--- config.mk ---
export PLATFORM = sky130hd
export DESIGN_NAME = hbridge_ctrl
export DESIGN_NICKNAME = d
export VERILOG_FILES = /design/src/rtl/hb_pkg.sv /design/src/rtl/hb_sync.sv /design/src/rtl/hb_fault.sv /design/src/rtl/hb_leg.sv /design/src/rtl/hbridge_ctrl.sv
export SDC_FILE = /design/constraint.sdc
export NUM_CORES = 1
export LEC_CHECK = 0
export ABC_AREA = 1
export ABC_CLOCK_PERIOD_IN_PS = 2210
export BUFFER_PORTS_ARGS = -buffer_cell sky130_fd_sc_hd__buf_2
export CORE_MARGIN = 2
export CORE_UTILIZATION = 50
export CTS_BUF_LIST = sky130_fd_sc_hd__clkbuf_8
export DETAILED_ROUTE_END_ITERATION = 7
export PLACE_DENSITY = 0.7
export SYNTH_ARGS = -nofsm -noshare
export SYNTH_HDL_FRONTEND = slang
export SYNTH_SLANG_ARGS = --single-unit
--- constraint.sdc ---
create_clock -name clk_i -period 2.21 [get_ports clk_i]
set_input_delay 0.221 -clock clk_i [delete_from_list [all_inputs] [get_ports clk_i]]
set_output_delay 0.221 -clock clk_i [all_outputs]
set_load 0.02 [all_outputs]
--- src/rtl/hb_pkg.sv ---
package hb_pkg;
  typedef enum logic [1:0] {
    LEG_OFF = 2'd0,
    LEG_HI  = 2'd1,
    LEG_LO  = 2'd2
  } leg_e;

  localparam int N_LEG   = 2;
  localparam int N_ASYNC = 7;
  // bit positions of the synchronized input vector
  localparam int I_DIR_A = 0;
  localparam int I_DIR_B = 1;
  localparam int I_DISH  = 2;
  localparam int I_DISL  = 3;
  localparam int I_UV    = 4;
  localparam int I_OT    = 5;
  localparam int I_SHORT = 6;
  // reset image: disables asserted, everything else low
  localparam logic [N_ASYNC-1:0] SYNC_RST = 7'b000_0100;
endpackage

--- src/rtl/hb_sync.sv ---
module hb_sync #(
  parameter int              W       = 1,
  parameter logic [W-1:0]    RST_VAL = '0
) (
  input  logic         clk_i,
  input  logic         rst_ni,
  input  logic [W-1:0] d_i,
  output logic [W-1:0] q_o
);
  logic [W-1:0] s1_q, s2_q;

  always_ff @(posedge clk_i or negedge rst_ni) begin
    if (!rst_ni) begin
      s1_q <= RST_VAL;
      s2_q <= RST_VAL;
    end else begin
      s1_q <= d_i;
      s2_q <= s1_q;
    end
  end

  assign q_o = s2_q;
endmodule

--- src/rtl/hb_fault.sv ---
module hb_fault (
  input  logic clk_i,
  input  logic rst_ni,
  input  logic dish_s_i,
  input  logic disl_s_i,
  input  logic uv_s_i,
  input  logic ot_s_i,
  input  logic short_s_i,
  output logic block_o,
  output logic fault_no
);
  logic lat_q, dish_prev_q, disl_prev_q, fault_q;
  logic dish_fall, disl_rise, trip, disabled;

  assign dish_fall = dish_prev_q & ~dish_s_i;
  assign disl_rise = ~disl_prev_q & disl_s_i;
  assign trip      = ot_s_i | short_s_i;
  assign disabled  = dish_s_i | ~disl_s_i;
  assign block_o   = disabled | uv_s_i | trip | lat_q;

  always_ff @(posedge clk_i or negedge rst_ni) begin
    if (!rst_ni) begin
      lat_q       <= 1'b0;
      dish_prev_q <= 1'b1;
      disl_prev_q <= 1'b0;
      fault_q     <= 1'b0;
    end else begin
      dish_prev_q <= dish_s_i;
      disl_prev_q <= disl_s_i;
      // trip wins over a clearing edge
      if (trip)                        lat_q <= 1'b1;
      else if (dish_fall || disl_rise) lat_q <= 1'b0;
      fault_q <= ~block_o;
    end
  end

  assign fault_no = fault_q;

  assert_latch_flag_R5: assert property (@(posedge clk_i) disable iff (!rst_ni)
    lat_q |-> !fault_no);
  assert_uv_flag_R4: assert property (@(posedge clk_i) disable iff (!rst_ni)
    uv_s_i |=> !fault_no);
  assert_hold_latch_R6: assert property (@(posedge clk_i) disable iff (!rst_ni)
    (lat_q && !dish_fall && !disl_rise) |=> lat_q);
  assert_ot_keeps_R7: assert property (@(posedge clk_i) disable iff (!rst_ni)
    ot_s_i |=> lat_q);
endmodule

--- src/rtl/hb_leg.sv ---
module hb_leg
  import hb_pkg::*;
#(
  parameter int DEAD_CYC = 4
) (
  input  logic clk_i,
  input  logic rst_ni,
  input  leg_e cmd_i,
  output logic hs_o,
  output logic ls_o,
  output logic hiz_o
);
  localparam int CW = $clog2(DEAD_CYC + 1);
  localparam logic [CW-1:0] DEAD_V = CW'(DEAD_CYC);
  localparam logic [CW-1:0] ONE_V  = CW'(1);

  leg_e          state_q, last_q;
  logic [CW-1:0] cnt_q;
  logic          allow;

  // re-enable is free for the same side or once the gap has elapsed
  assign allow = (last_q == LEG_OFF) || (cmd_i == last_q) || (cnt_q >= DEAD_V);

  always_ff @(posedge clk_i or negedge rst_ni) begin
    if (!rst_ni) begin
      state_q <= LEG_OFF;
      last_q  <= LEG_OFF;
      cnt_q   <= DEAD_V;
    end else if (state_q != LEG_OFF) begin
      if (cmd_i != state_q) begin
        state_q <= LEG_OFF;
        cnt_q   <= ONE_V;
      end
    end else if (cmd_i != LEG_OFF && allow) begin
      state_q <= cmd_i;
      last_q  <= cmd_i;
    end else if (cnt_q < DEAD_V) begin
      cnt_q <= cnt_q + ONE_V;
    end
  end

  assign hs_o  = (state_q == LEG_HI);
  assign ls_o  = (state_q == LEG_LO);
  assign hiz_o = (state_q == LEG_OFF);

  assert_no_overlap_R9: assert property (@(posedge clk_i) disable iff (!rst_ni)
    !(hs_o && ls_o));
  assert_hs_gap_R9: assert property (@(posedge clk_i) disable iff (!rst_ni)
    hs_o |=> !ls_o);
  assert_ls_gap_R9: assert property (@(posedge clk_i) disable iff (!rst_ni)
    ls_o |=> !hs_o);
  assert_forced_off_R3: assert property (@(posedge clk_i) disable iff (!rst_ni)
    (cmd_i == LEG_OFF) |=> hiz_o);
endmodule

--- src/rtl/hbridge_ctrl.sv ---
module hbridge_ctrl
  import hb_pkg::*;
#(
  parameter int DEAD_CYC = 4
) (
  input  logic             clk_i,
  input  logic             rst_ni,
  input  logic             dir_a_i,
  input  logic             dir_b_i,
  input  logic             dis_hi_i,
  input  logic             dis_lo_ni,
  input  logic             uv_i,
  input  logic             ot_i,
  input  logic             short_i,
  input  logic             chop_off_i,
  output logic [N_LEG-1:0] hs_en_o,
  output logic [N_LEG-1:0] ls_en_o,
  output logic [N_LEG-1:0] hiz_o,
  output logic             fault_no
);
  logic [N_ASYNC-1:0] raw, syn;
  logic [N_LEG-1:0]   dir_s;
  logic               block, off_all;

  assign raw[I_DIR_A] = dir_a_i;
  assign raw[I_DIR_B] = dir_b_i;
  assign raw[I_DISH]  = dis_hi_i;
  assign raw[I_DISL]  = dis_lo_ni;
  assign raw[I_UV]    = uv_i;
  assign raw[I_OT]    = ot_i;
  assign raw[I_SHORT] = short_i;

  hb_sync #(.W(N_ASYNC), .RST_VAL(SYNC_RST)) u_sync (
    .clk_i (clk_i),
    .rst_ni(rst_ni),
    .d_i   (raw),
    .q_o   (syn)
  );

  hb_fault u_fault (
    .clk_i    (clk_i),
    .rst_ni   (rst_ni),
    .dish_s_i (syn[I_DISH]),
    .disl_s_i (syn[I_DISL]),
    .uv_s_i   (syn[I_UV]),
    .ot_s_i   (syn[I_OT]),
    .short_s_i(syn[I_SHORT]),
    .block_o  (block),
    .fault_no (fault_no)
  );

  assign dir_s   = {syn[I_DIR_B], syn[I_DIR_A]};
  assign off_all = block | chop_off_i;

  for (genvar g = 0; g < N_LEG; g++) begin : g_leg
    leg_e cmd;
    assign cmd = off_all ? LEG_OFF : (dir_s[g] ? LEG_HI : LEG_LO);
    hb_leg #(.DEAD_CYC(DEAD_CYC)) u_leg (
      .clk_i (clk_i),
      .rst_ni(rst_ni),
      .cmd_i (cmd),
      .hs_o  (hs_en_o[g]),
      .ls_o  (ls_en_o[g]),
      .hiz_o (hiz_o[g])
    );
  end

  assert_chop_off_R10: assert property (@(posedge clk_i) disable iff (!rst_ni)
    chop_off_i |=> (hiz_o == '1));
  assert_chop_no_flag_R10: assert property (@(posedge clk_i) disable iff (!rst_ni)
    (!block && chop_off_i) |=> fault_no);
endmodule

==> results of run 1 <==
-- stage by stage --
step	utilization (%)	hold slack (ns)	cell area (sq um)
after floorplan	-	-0.0746	1420
after global placement	54.5	0.295	1490
after detailed placement	54.5	0.306	1490
after CTS	58.5	0.00522	1600
after global routing	58.5	0.0311	1600
final	58.5	-0.0230	1600
-- kinds of logic after synthesis --
kind of cell	after synthesis
adders and majority gates	2
buffers and inverters	27
DFF	32
and+or+nand+nor	73
AOI/OAI and AO/OA	11
xor gates and xnor gates	2
-- state kept, by name (all words and copies together) (netlist names) --
signal / cells
g_leg.u_leg.cnt_q: 6
g_leg.u_leg.last_q: 4
g_leg.u_leg.state_q: 4
u_fault.dish_prev_q: 1
u_fault.disl_prev_q: 1
u_fault.fault_no: 1
u_fault.lat_q: 1
u_sync.q_o: 7
u_sync.s1_q: 7
-- per-layer routing --
layer  vias to the layer above  part of all wire, %  global-route usage, %
met4                         0                  1.5                   8.31
met2                        23                   48                   25.5
met5                         -                    0                      0
met3                         4                  5.6                   4.76
li1                        492                    -                      -
met1                       433                   45                   18.9
-- path summary, 6_finish.rpt --
check,startpoint,end,depth (start not counted)
worst max-delay path,u_fault.lat_q,g_leg[1].u_leg.last_q[1],10
worst min-delay path,rst_ni,g_leg[0].u_leg.state_q[0],1
worst max register to register,u_fault.lat_q,g_leg[1].u_leg.last_q[1],10
worst min register to register,u_sync.s1_q[4],u_sync.q_o[4],0
max in group asynchronous,rst_ni,g_leg[1].u_leg.state_q[0],1
min in group clk_i,dis_hi_i,u_sync.s1_q[2],1
-- cell type report --
class                   instances  area [sq um]
fillers                       229          1130
flip-flops and latches         32           807
multi-input cells              88           483
repair buffers                 16          80.1
inverters                      21          80.1
clock buffers                   5          68.8
clock inverters                 3          42.5
well taps                      31          38.8
-- cell usage in the layout (no fill, tap or decap) --
cell type   synthesis  layout
inv_2               4       4
o211ai_1            2       2
nand4_2             2       2
nor2_4              3       3
dfrtp_1            27      27
nand2_2             4       4
bufinv_16           0       1
a21oi_1             2       2
clkbuf_8            0       5
nor2_2              1       1
o21ai_0             4       4
nand2_1            35      35
clkinvlp_4          0       1
clkinv_2            1       2
buf_2               0      16
inv_1              16      16
nor2_1             11      11
xnor2_1             2       2
dfstp_2             5       5
o21ai_1             3       3
nand4_1             6       6
ha_1                2       2
nand3_4             2       2
nand3_1             9       9
-- report_power, final --
part | internal, mW | total, mW | switching [mW]
sequential | 0.648 | 0.687 | 0.0395
clock | 0.333 | 0.544 | 0.211
combinational | 0.0883 | 0.215 | 0.127
total | 1.07 | 1.45 | 0.377
==> impl_metrics.py, run 1 <==
metrics = {
    "run_status": {
        "outcome": "finished, violations left",
        "violations": "hold timing",
    },
    "synthesis": {
        "synth_compound_area_share_pct": 4.24,
        "yosys_most_used_dff": "dfrtp_1",
        "synth_adder_area_share_pct": 1.77,
        "synth-seq-cells": 32,
        "synth-simple-area-share_pct": 26.9,
        "yosys.area.top_type": "dfrtp_1",
        "yosys-top-cells-area": "dfrtp_1 (48%), dfstp_2 (9.3%), nand2_1 (9.3%), inv_1 (4.2%), nand3_1 (3.2%)",
        "synth_fp_nets": 159,
        "postSynthAreaPerCell_sq_um": 9.63,
        "synth_top_family_by_area": "simple AND/OR/NAND/NOR gates",
        "ys_seq_area_share_pct": 57.0,
        "ys_warn_count": 0,
        "synth_edf_count": 0,
        "synthMuxAreaShare_pct": 0,
        "synthXorXnorAreaFrac_pct": 1.24,
        "synthCells": 147,
        "netlist-cell-type-count": 21,
        "synth_common_cells": "nand2_1 (35), dfrtp_1 (27), inv_1 (16)",
        "syn_area_sq_um": 1420,
        "yosysTopAreaCellShare_pct": 47.7,
        "synthArstFlopShare_pct": 100,
        "synth.most_common_cell": "nand2_1",
    },
    "die": {
        "core_sq_um": 2730,
        "ioPinCount": 17,
        "die_h_microns": 57.2,
        "dieArea_sq_um": 3270,
        "rows": 19,
        "start_util_pct": 51.8,
        "die_w_microns": 57.2,
    },
    "clocking": {
        "cts_buffer_depth": 2,
        "cts_buffers": 5,
        "cts_max_level": 2,
        "cts_tree": "done",
        "clock-root-buffer": "clkbuf_8",
        "cts.sinks": 32,
        "cts-resized-gates": 0,
        "insertion_delay_ns": 0.27,
        "post_cts_buffers": 0,
        "clk_pin_slew_ns": 0.07,
        "cts_hold_buf": 0,
    },
    "critical_path": {
        "max_stage_delay_ns": 0.36,
        "criticalPathCategory": "reg2reg",
        "crit_top_cell": "nand2_1",
        "rrSetupSlack_ns": 0.76,
        "cp_cell_sequence": "inv_1, nand2_1, nor2_4, nand4_2, nand2_1, nand2_1, nand2_2, nand2_1, nor2_1, a21oi_1",
        "crit_required_ns": 2.37,
        "path_delay_family": "simple AND/OR/NAND/NOR gates",
        "start_kind": "flip-flop",
        "crit_fanout": 6,
        "path_buf_inv": 1,
        "critPathSlowestCell": "dfrtp_1",
        "cp.arrival_ns": 1.62,
        "cp-end-kind": "flip-flop",
    },
    "global_routing": {
        "antenna_found_initial": 0,
        "grt_pass1_vias": 930,
        "grt_usage_pct": 15.7,
        "grt_max_degree": 33,
        "grt_pass1_wl_microns": 3940,
        "grt-ovfl-total": 0,
    },
    "place": {
        "hpwl_microns": 1610,
        "placed_cells": 188,
        "pre_cts_ws_ns": 0.761,
        "place.gp.congestion": 0.838,
        "numPortBuffers": 16,
    },
    "min_path": {
        "min_path_type": "in2async",
    },
    "power": {
        "vdd_drop_max_mv": 0.929,
        "power_mw": 1.45,
        "cellPowerDensity_nw_per_um2": 904,
        "leakage_nw": 0.845,
    },
    "run": {
        "cap_viol_max_count": 0,
    },
    "drt": {
        "finalWirelength_microns": 2190,
        "wire_per_inst_microns": 11.2,
        "drt-initial-drc-count": 21,
        "drt.antenna.violating_nets": 0,
        "vias": 952,
        "dr.pass1.iters": 4,
        "viasPerCell": 4.86,
        "drc_errors": 0,
    },
    "timing": {
        "hold_slack_ns": -0.0230,
        "rsz0062_at_grt": "false",
        "setup_slack_ns": 0.756,
        "hold_viol": 27,
        "skew_ns": 0.00294,
        "tightest_slew_ns": 0.675,
        "layout_min_cycle_time_ns": 1.45,
        "relSlewSlack_pct": 55.0,
        "finalSetupViolations": 0,
        "fmax_ghz": 0.688,
        "period_share_pct": 65.8,
        "slew_violations": 0,
        "setup_tns_ns": 0,
    },
    "finish": {
        "syn_to_final_growth_pct": 13.1,
        "layout-drive-gt1-share_pct": 27.9,
        "n_antenna_cell": 0,
        "final_net_count": 176,
        "instances_no_fill": 196,
    },
}
(Power assumes the default switching activity.)
==> run 2, diff against run 1 <==
--- a/config.mk
+++ b/config.mk
@@ -6,7 +6,7 @@
 export NUM_CORES = 1
 export LEC_CHECK = 0
 export ABC_AREA = 1
-export ABC_CLOCK_PERIOD_IN_PS = 2210
+export ABC_CLOCK_PERIOD_IN_PS = 1450
 export BUFFER_PORTS_ARGS = -buffer_cell sky130_fd_sc_hd__buf_2
 export CORE_MARGIN = 2
 export CORE_UTILIZATION = 50
==> constraint.sdc (replaced) <==
create_clock -name clk_i -period 1.45 [get_ports clk_i]
set_input_delay 0.145 -clock clk_i [delete_from_list [all_inputs] [get_ports clk_i]]
set_output_delay 0.145 -clock clk_i [all_outputs]
set_load 0.02 [all_outputs]
==> run 2 against run 1 <==
Against the previous run:
- non-clock buffer count rose by 11
- flip-flop and latch count unchanged
- global-route usage shrank 0.29 points
- hold slack gained 0.28 ns
- setup slack worse by 0.76 ns
- the flow finishes with violations (setup timing)
==> impl_metrics.py, run 2 (same netlist as run 1, synthesis figures left out) <==
metrics = {
    "run_status": {
        "outcome": "finished, violations left",
        "violations": "setup timing",
    },
    "timing": {
        "fmax_ghz": 0.686,
        "slew_violations": 0,
        "rsz0062_at_grt": "true",
        "skew_ns": 0.00491,
        "hold_viol": 0,
        "relSlewSlack_pct": 54.3,
        "layout_min_cycle_time_ns": 1.46,
        "tightest_slew_ns": 0.685,
        "finalSetupViolations": 2,
        "period_share_pct": 101,
        "setup_slack_ns": -0.00739,
    },
    "power": {
        "vdd_drop_max_mv": 1.01,
        "combPwrFrac_pct": 17.7,
        "power_frac_seq_pct": 46.2,
        "clkPwrFrac_pct": 36.1,
        "switching_share_pct": 26.8,
        "internal_power_mw": 1.67,
        "power.switching_uw": 613,
        "cellPowerDensity_nw_per_um2": 1320,
        "leakage_nw": 0.893,
    },
    "min_path": {
        "hold_depth": 4,
        "min_path_type": "in2reg",
        "hp-start": "chop_off_i",
    },
    "finish": {
        "utilization_pct": 63.2,
        "layout-drive-gt1-share_pct": 31.8,
        "layout_commonest_cell": "nand2_1",
        "final_net_count": 187,
        "syn_to_final_growth_pct": 22.2,
        "n_antenna_cell": 0,
        "mostFrequentLayoutCells": "nand2_1 (29), dfrtp_1 (27), buf_2 (16), inv_1 (15), nor2_1 (11)",
    },
    "place": {
        "pre_cts_ws_ns": -0.00224,
        "hpwl_microns": 1640,
        "place.gp.congestion": 0.837,
        "numPortBuffers": 16,
    },
    "global_routing": {
        "grt_usage_pct": 15.4,
        "grt_pass1_wl_microns": 3850,
        "grt_max_degree": 33,
        "antenna_found_initial": 0,
        "grt_pass1_vias": 967,
        "grt-ovfl-total": 0,
    },
    "die": {
        "rows": 19,
        "die_h_microns": 57.2,
        "dieArea_sq_um": 3270,
        "die_w_microns": 57.2,
        "core_sq_um": 2730,
        "ioPinCount": 17,
        "start_util_pct": 51.8,
    },
    "drt": {
        "wire_per_inst_microns": 10.9,
        "finalWirelength_microns": 2260,
        "dr.pass1.iters": 4,
        "drt-initial-drc-count": 35,
        "drc_errors": 0,
        "drt.antenna.violating_nets": 0,
        "viasPerCell": 4.90,
        "vias": 1015,
    },
    "critical_path": {
        "cp-end-kind": "flip-flop",
        "cp.arrival_ns": 1.63,
        "r2r_start": "u_sync.q_o[2]",
        "criticalPathCategory": "reg2reg",
        "crit_required_ns": 1.62,
        "crit_fanout": 6,
        "start_kind": "flip-flop",
        "crit_start": "u_sync.q_o[2]",
        "r2r_cells": 9,
    },
    "clocking": {
        "cts.sinks": 32,
        "insertion_delay_ns": 0.28,
        "cts_max_level": 2,
        "cts_tree": "done",
        "cts_buffer_depth": 2,
        "clk_pin_slew_ns": 0.06,
        "clock-root-buffer": "clkbuf_8",
        "cts_buffers": 5,
    },
    "run": {
        "cap_viol_max_count": 0,
    },
}
==> run 2: per-stage QoR <==
step           std cells  power [mW]  setup TNS [ns]  hold WS, ns  instance area [sq um]
6_report             207        2.29        -0.00851        0.254                   1730
3_5_place_dp         190        1.40        -0.00224        0.224                   1500
2_1_floorplan        147        1.31               0       -0.151                   1420
3_3_place_gp         190        1.38               0        0.215                   1500
4_1_cts              206        2.25               0        0.252                   1700
5_1_grt              207        2.39           -1.48        0.276                   1730
==> run 2: layer usage <==
| metal | wire length [microns] | vias up | track usage [%] |
|---|---|---|---|
| met1 | 997 | 472 | 17.6 |
| met5 | 0 | - | 0 |
| met4 | 33 | 0 | 5.98 |
| met2 | 1130 | 21 | 26.1 |
| li1 | - | 516 | - |
| met3 | 98 | 6 | 6.12 |
==> run 2: cell type report <==
cell class                 count  area (sq um)
multi-input combinational     88           508
clock buffer                   5          68.8
timing repair buffer          27           183
clock inverter                 3          42.5
sequential                    32           807
inverter                      21          81.3
tap                           31          38.8
fill                         225          1000
==> run 2: final timing paths <==
check                      slack, ns                         to
max                           -0.007    g_leg[0].u_leg.cnt_q[0]
min                             0.25  g_leg[1].u_leg.state_q[1]
max reg2reg                   -0.007    g_leg[0].u_leg.cnt_q[0]
min reg2reg                     0.34              u_sync.q_o[6]
max in group asynchronous       0.57    g_leg[0].u_leg.cnt_q[1]
min in group asynchronous       0.44  g_leg[0].u_leg.state_q[0]
==> run 2: worst max-delay path, stage by stage, from the launching register on <==
cell and delay, ns:
dfstp_2 0.53, inv_2 0.04, nand2_2 0.06, nor2_4 0.05
nand4_1 0.10, nand2_1 0.08, o211ai_1 0.24, nand2_4 0.12
nand2_2 0.08, nand2_2 0.04
==> run 2: repair_timing <==
item | 4_1_cts | 5_1_grt
buffers inserted | 0 | 1
endpoints found under the setup margin | 2 | 14
pin swaps | 0 | 10
resized for setup | 1 | 11
hold buffers | 8 | 0
endpoints found under the hold margin | 34 | 0
==> run 2: power by group through the flow <==
stage          combinational, mW  clock [mW]  sequential [mW]
6_report                   0.405       0.825             1.06
5_1_grt                    0.450       0.882             1.06
4_1_cts                    0.354       0.847             1.05
3_5_place_dp               0.334           0             1.06
3_3_place_gp               0.316           0             1.06
2_1_floorplan              0.259           0             1.05
==> run 3, diff against run 2 <==
--- a/config.mk
+++ b/config.mk
@@ -6,13 +6,13 @@
 export NUM_CORES = 1
 export LEC_CHECK = 0
 export ABC_AREA = 1
-export ABC_CLOCK_PERIOD_IN_PS = 1450
+export ABC_CLOCK_PERIOD_IN_PS = 1900
 export BUFFER_PORTS_ARGS = -buffer_cell sky130_fd_sc_hd__buf_2
 export CORE_MARGIN = 2
-export CORE_UTILIZATION = 50
+export CORE_UTILIZATION = 51
 export CTS_BUF_LIST = sky130_fd_sc_hd__clkbuf_8
 export DETAILED_ROUTE_END_ITERATION = 7
-export PLACE_DENSITY = 0.7
+export PLACE_DENSITY = 0.71
 export SYNTH_ARGS = -nofsm -noshare
 export SYNTH_HDL_FRONTEND = slang
 export SYNTH_SLANG_ARGS = --single-unit
==> constraint.sdc (replaced) <==
create_clock -name clk_i -period 1.9 [get_ports clk_i]
set_input_delay 0.19 -clock clk_i [delete_from_list [all_inputs] [get_ports clk_i]]
set_output_delay 0.19 -clock clk_i [all_outputs]
set_load 0.02 [all_outputs]
==> run 3 against run 2 <==
Against the previous run:
- the flow now finishes without violations
- sequential share of layout area up 2.7 points
- count of clock-buffer cells in the layout up 2
- flip-flop and latch count unchanged
- utilization down 2.4 points
- via count down 1.1%
- critical endpoint is now g_leg[1].u_leg.last_q[1]
==> impl_metrics.py, run 3 (same netlist as run 1, synthesis figures left out) <==
metrics = {
    "run_status": {
        "outcome": "completed",
    },
    "place": {
        "placed_cells": 188,
        "numPortBuffers": 16,
        "pre_cts_ws_ns": 0.442,
        "place.gp.congestion": 0.831,
        "placed_area_sq_um": 1490,
        "hpwl_microns": 1580,
    },
    "global_routing": {
        "use_met2_pct": 27.7,
        "top_usage_layer": "met2",
        "grtUsageMet1_pct": 17.8,
        "grt_pass1_vias": 990,
        "grt-ovfl-total": 0,
        "grt_usage_pct": 16.7,
        "grt_pass1_wl_microns": 3950,
        "grt_max_degree": 33,
        "antenna_found_initial": 0,
        "grt_util_met3_pct": 6.22,
    },
    "finish": {
        "final_net_count": 178,
        "final_cell_area_sq_um": 1640,
        "n_antenna_cell": 0,
        "layout_commonest_cell": "nand2_1",
        "mostFrequentLayoutCells": "nand2_1 (35), dfrtp_1 (27), inv_1 (16), buf_2 (16), nor2_1 (11)",
        "syn_to_final_growth_pct": 15.6,
        "instances_no_fill": 198,
        "layout-drive-gt1-share_pct": 27.5,
    },
    "clocking": {
        "cts-resized-gates": 0,
        "clk_pin_slew_ns": 0.07,
        "cts_max_level": 2,
        "cts.sinks": 32,
        "post_cts_buffers": 0,
        "cts_buffer_depth": 2,
        "cts_hold_buf": 2,
        "clock-root-buffer": "clkbuf_8",
        "cts_tree": "done",
        "cts_buffers": 5,
        "insertion_delay_ns": 0.28,
    },
    "critical_path": {
        "criticalPathCategory": "reg2reg",
        "cp_cell_sequence": "nor2_2, nand4_2, nand2_1, nand2_1, nand2_2, nand2_1, nor2_1, a21oi_1",
        "cp.arrival_ns": 1.63,
        "crit_fanout": 7,
        "cp-end-kind": "flip-flop",
        "critPathSlowestCell": "dfrtp_1",
        "max_stage_delay_ns": 0.37,
        "crit_required_ns": 2.07,
        "start_kind": "flip-flop",
        "crit_top_cell": "nand2_1",
        "path_buf_inv": 0,
        "path_delay_family": "simple AND/OR/NAND/NOR gates",
    },
    "die": {
        "start_util_pct": 52.7,
        "rows": 19,
        "die_w_microns": 56.7,
        "core_sq_um": 2690,
        "dieArea_sq_um": 3210,
        "ioPinCount": 17,
        "die_h_microns": 56.7,
    },
    "drt": {
        "wire_per_inst_microns": 11.6,
        "drc_errors": 0,
        "drt-initial-drc-count": 42,
        "viasPerCell": 5.07,
        "finalWirelength_microns": 2290,
        "vias": 1004,
        "dr.pass1.iters": 4,
        "drt.antenna.violating_nets": 0,
    },
    "timing": {
        "period_share_pct": 76.6,
        "fmax_ghz": 0.687,
        "finalSetupViolations": 0,
        "layout_min_cycle_time_ns": 1.46,
        "rsz0062_at_grt": "false",
        "tightest_slew_ns": 0.684,
        "slew_violations": 0,
        "skew_ns": 0.00583,
        "hold_slack_ns": 0.00827,
        "setup_slack_ns": 0.445,
        "hold_viol": 0,
        "relSlewSlack_pct": 54.4,
        "setup_tns_ns": 0,
    },
    "power": {
        "internal_power_mw": 1.32,
        "leakage_nw": 0.863,
        "vdd_drop_max_mv": 0.947,
        "combPwrFrac_pct": 14.8,
        "power_frac_seq_pct": 45.2,
        "switching_share_pct": 25.1,
        "power.switching_uw": 443,
        "cellPowerDensity_nw_per_um2": 1080,
        "clkPwrFrac_pct": 40.0,
    },
    "min_path": {
        "min_path_type": "in2reg",
    },
    "run": {
        "cap_viol_max_count": 0,
    },
}
[run 3: changes by cell type in the layout (fill, tap and decap cells not counted)]
cell | previous run | this run
nand2_4 | 1 | 0
nor2_4 | 4 | 3
dlygate4sd3_1 | 8 | 2
nand2_2 | 9 | 4
clkinvlp_4 | 1 | 0
nor2_2 | 0 | 1
buf_4 | 3 | 0
o21ai_1 | 5 | 3
o21ai_0 | 2 | 4
inv_2 | 5 | 4
inv_4 | 1 | 0
inv_1 | 15 | 16
clkbuf_8 | 5 | 7
nand2_1 | 29 | 35
[run 3: metal layers]
layer  vias up  part of all wire, %
li1        499                    -
met1       479                   42
met2        20                   50
met3         6                  5.2
met4         0                  2.1
met5         -                    0
[run 3: worst register-to-register path, stage by stage, from the launching register on]
cell and delay, ns:
dfrtp_1 0.37, nor2_2 0.26, nand4_2 0.20, nand2_1 0.10, nand2_1 0.07, nand2_2 0.08
nand2_1 0.11, nor2_1 0.12, a21oi_1 0.05
[run 3: stage by stage]
stage | util [%] | power (mW)
final | 60.9 | 1.77
after global routing | 60.9 | 1.84
after global placement | 55.4 | 1.04
after detailed placement | 55.4 | 1.07
after floorplan | - | 0.996
after CTS | 60.9 | 1.78
[run 3: final cells by class]
type | count | area (sq um)
clock buffer | 7 | 96.3
sequential | 32 | 807
tap | 31 | 38.8
timing repair buffer | 18 | 100
fill | 227 | 1050
clock inverter | 1 | 30.0
inverter | 21 | 80.1
multi-input combinational | 88 | 483
[run 3: power by group through the flow]
stage | clock network (mW) | registers (mW) | logic (mW)
after floorplan | 0 | 0.798 | 0.198
after global placement | 0 | 0.807 | 0.237
after detailed placement | 0 | 0.809 | 0.259
after CTS | 0.718 | 0.796 | 0.265
after global routing | 0.735 | 0.808 | 0.301
final | 0.706 | 0.797 | 0.262
[run 3: worst paths after layout]
path	start	cells past startpoint	slack [ns]	endpoint
worst min register to register	u_sync.s1_q[4]	0	0.35	u_sync.q_o[4]
max in group asynchronous	rst_ni	2	0.98	u_sync.q_o[0]
min in group asynchronous	rst_ni	2	0.48	g_leg[0].u_leg.state_q[1]
worst max register to register	u_sync.q_o[6]	8	0.44	g_leg[1].u_leg.last_q[1]
worst max-delay path	u_sync.q_o[6]	8	0.44	g_leg[1].u_leg.last_q[1]
worst min-delay path	dir_b_i	1	0.008	u_sync.s1_q[1]
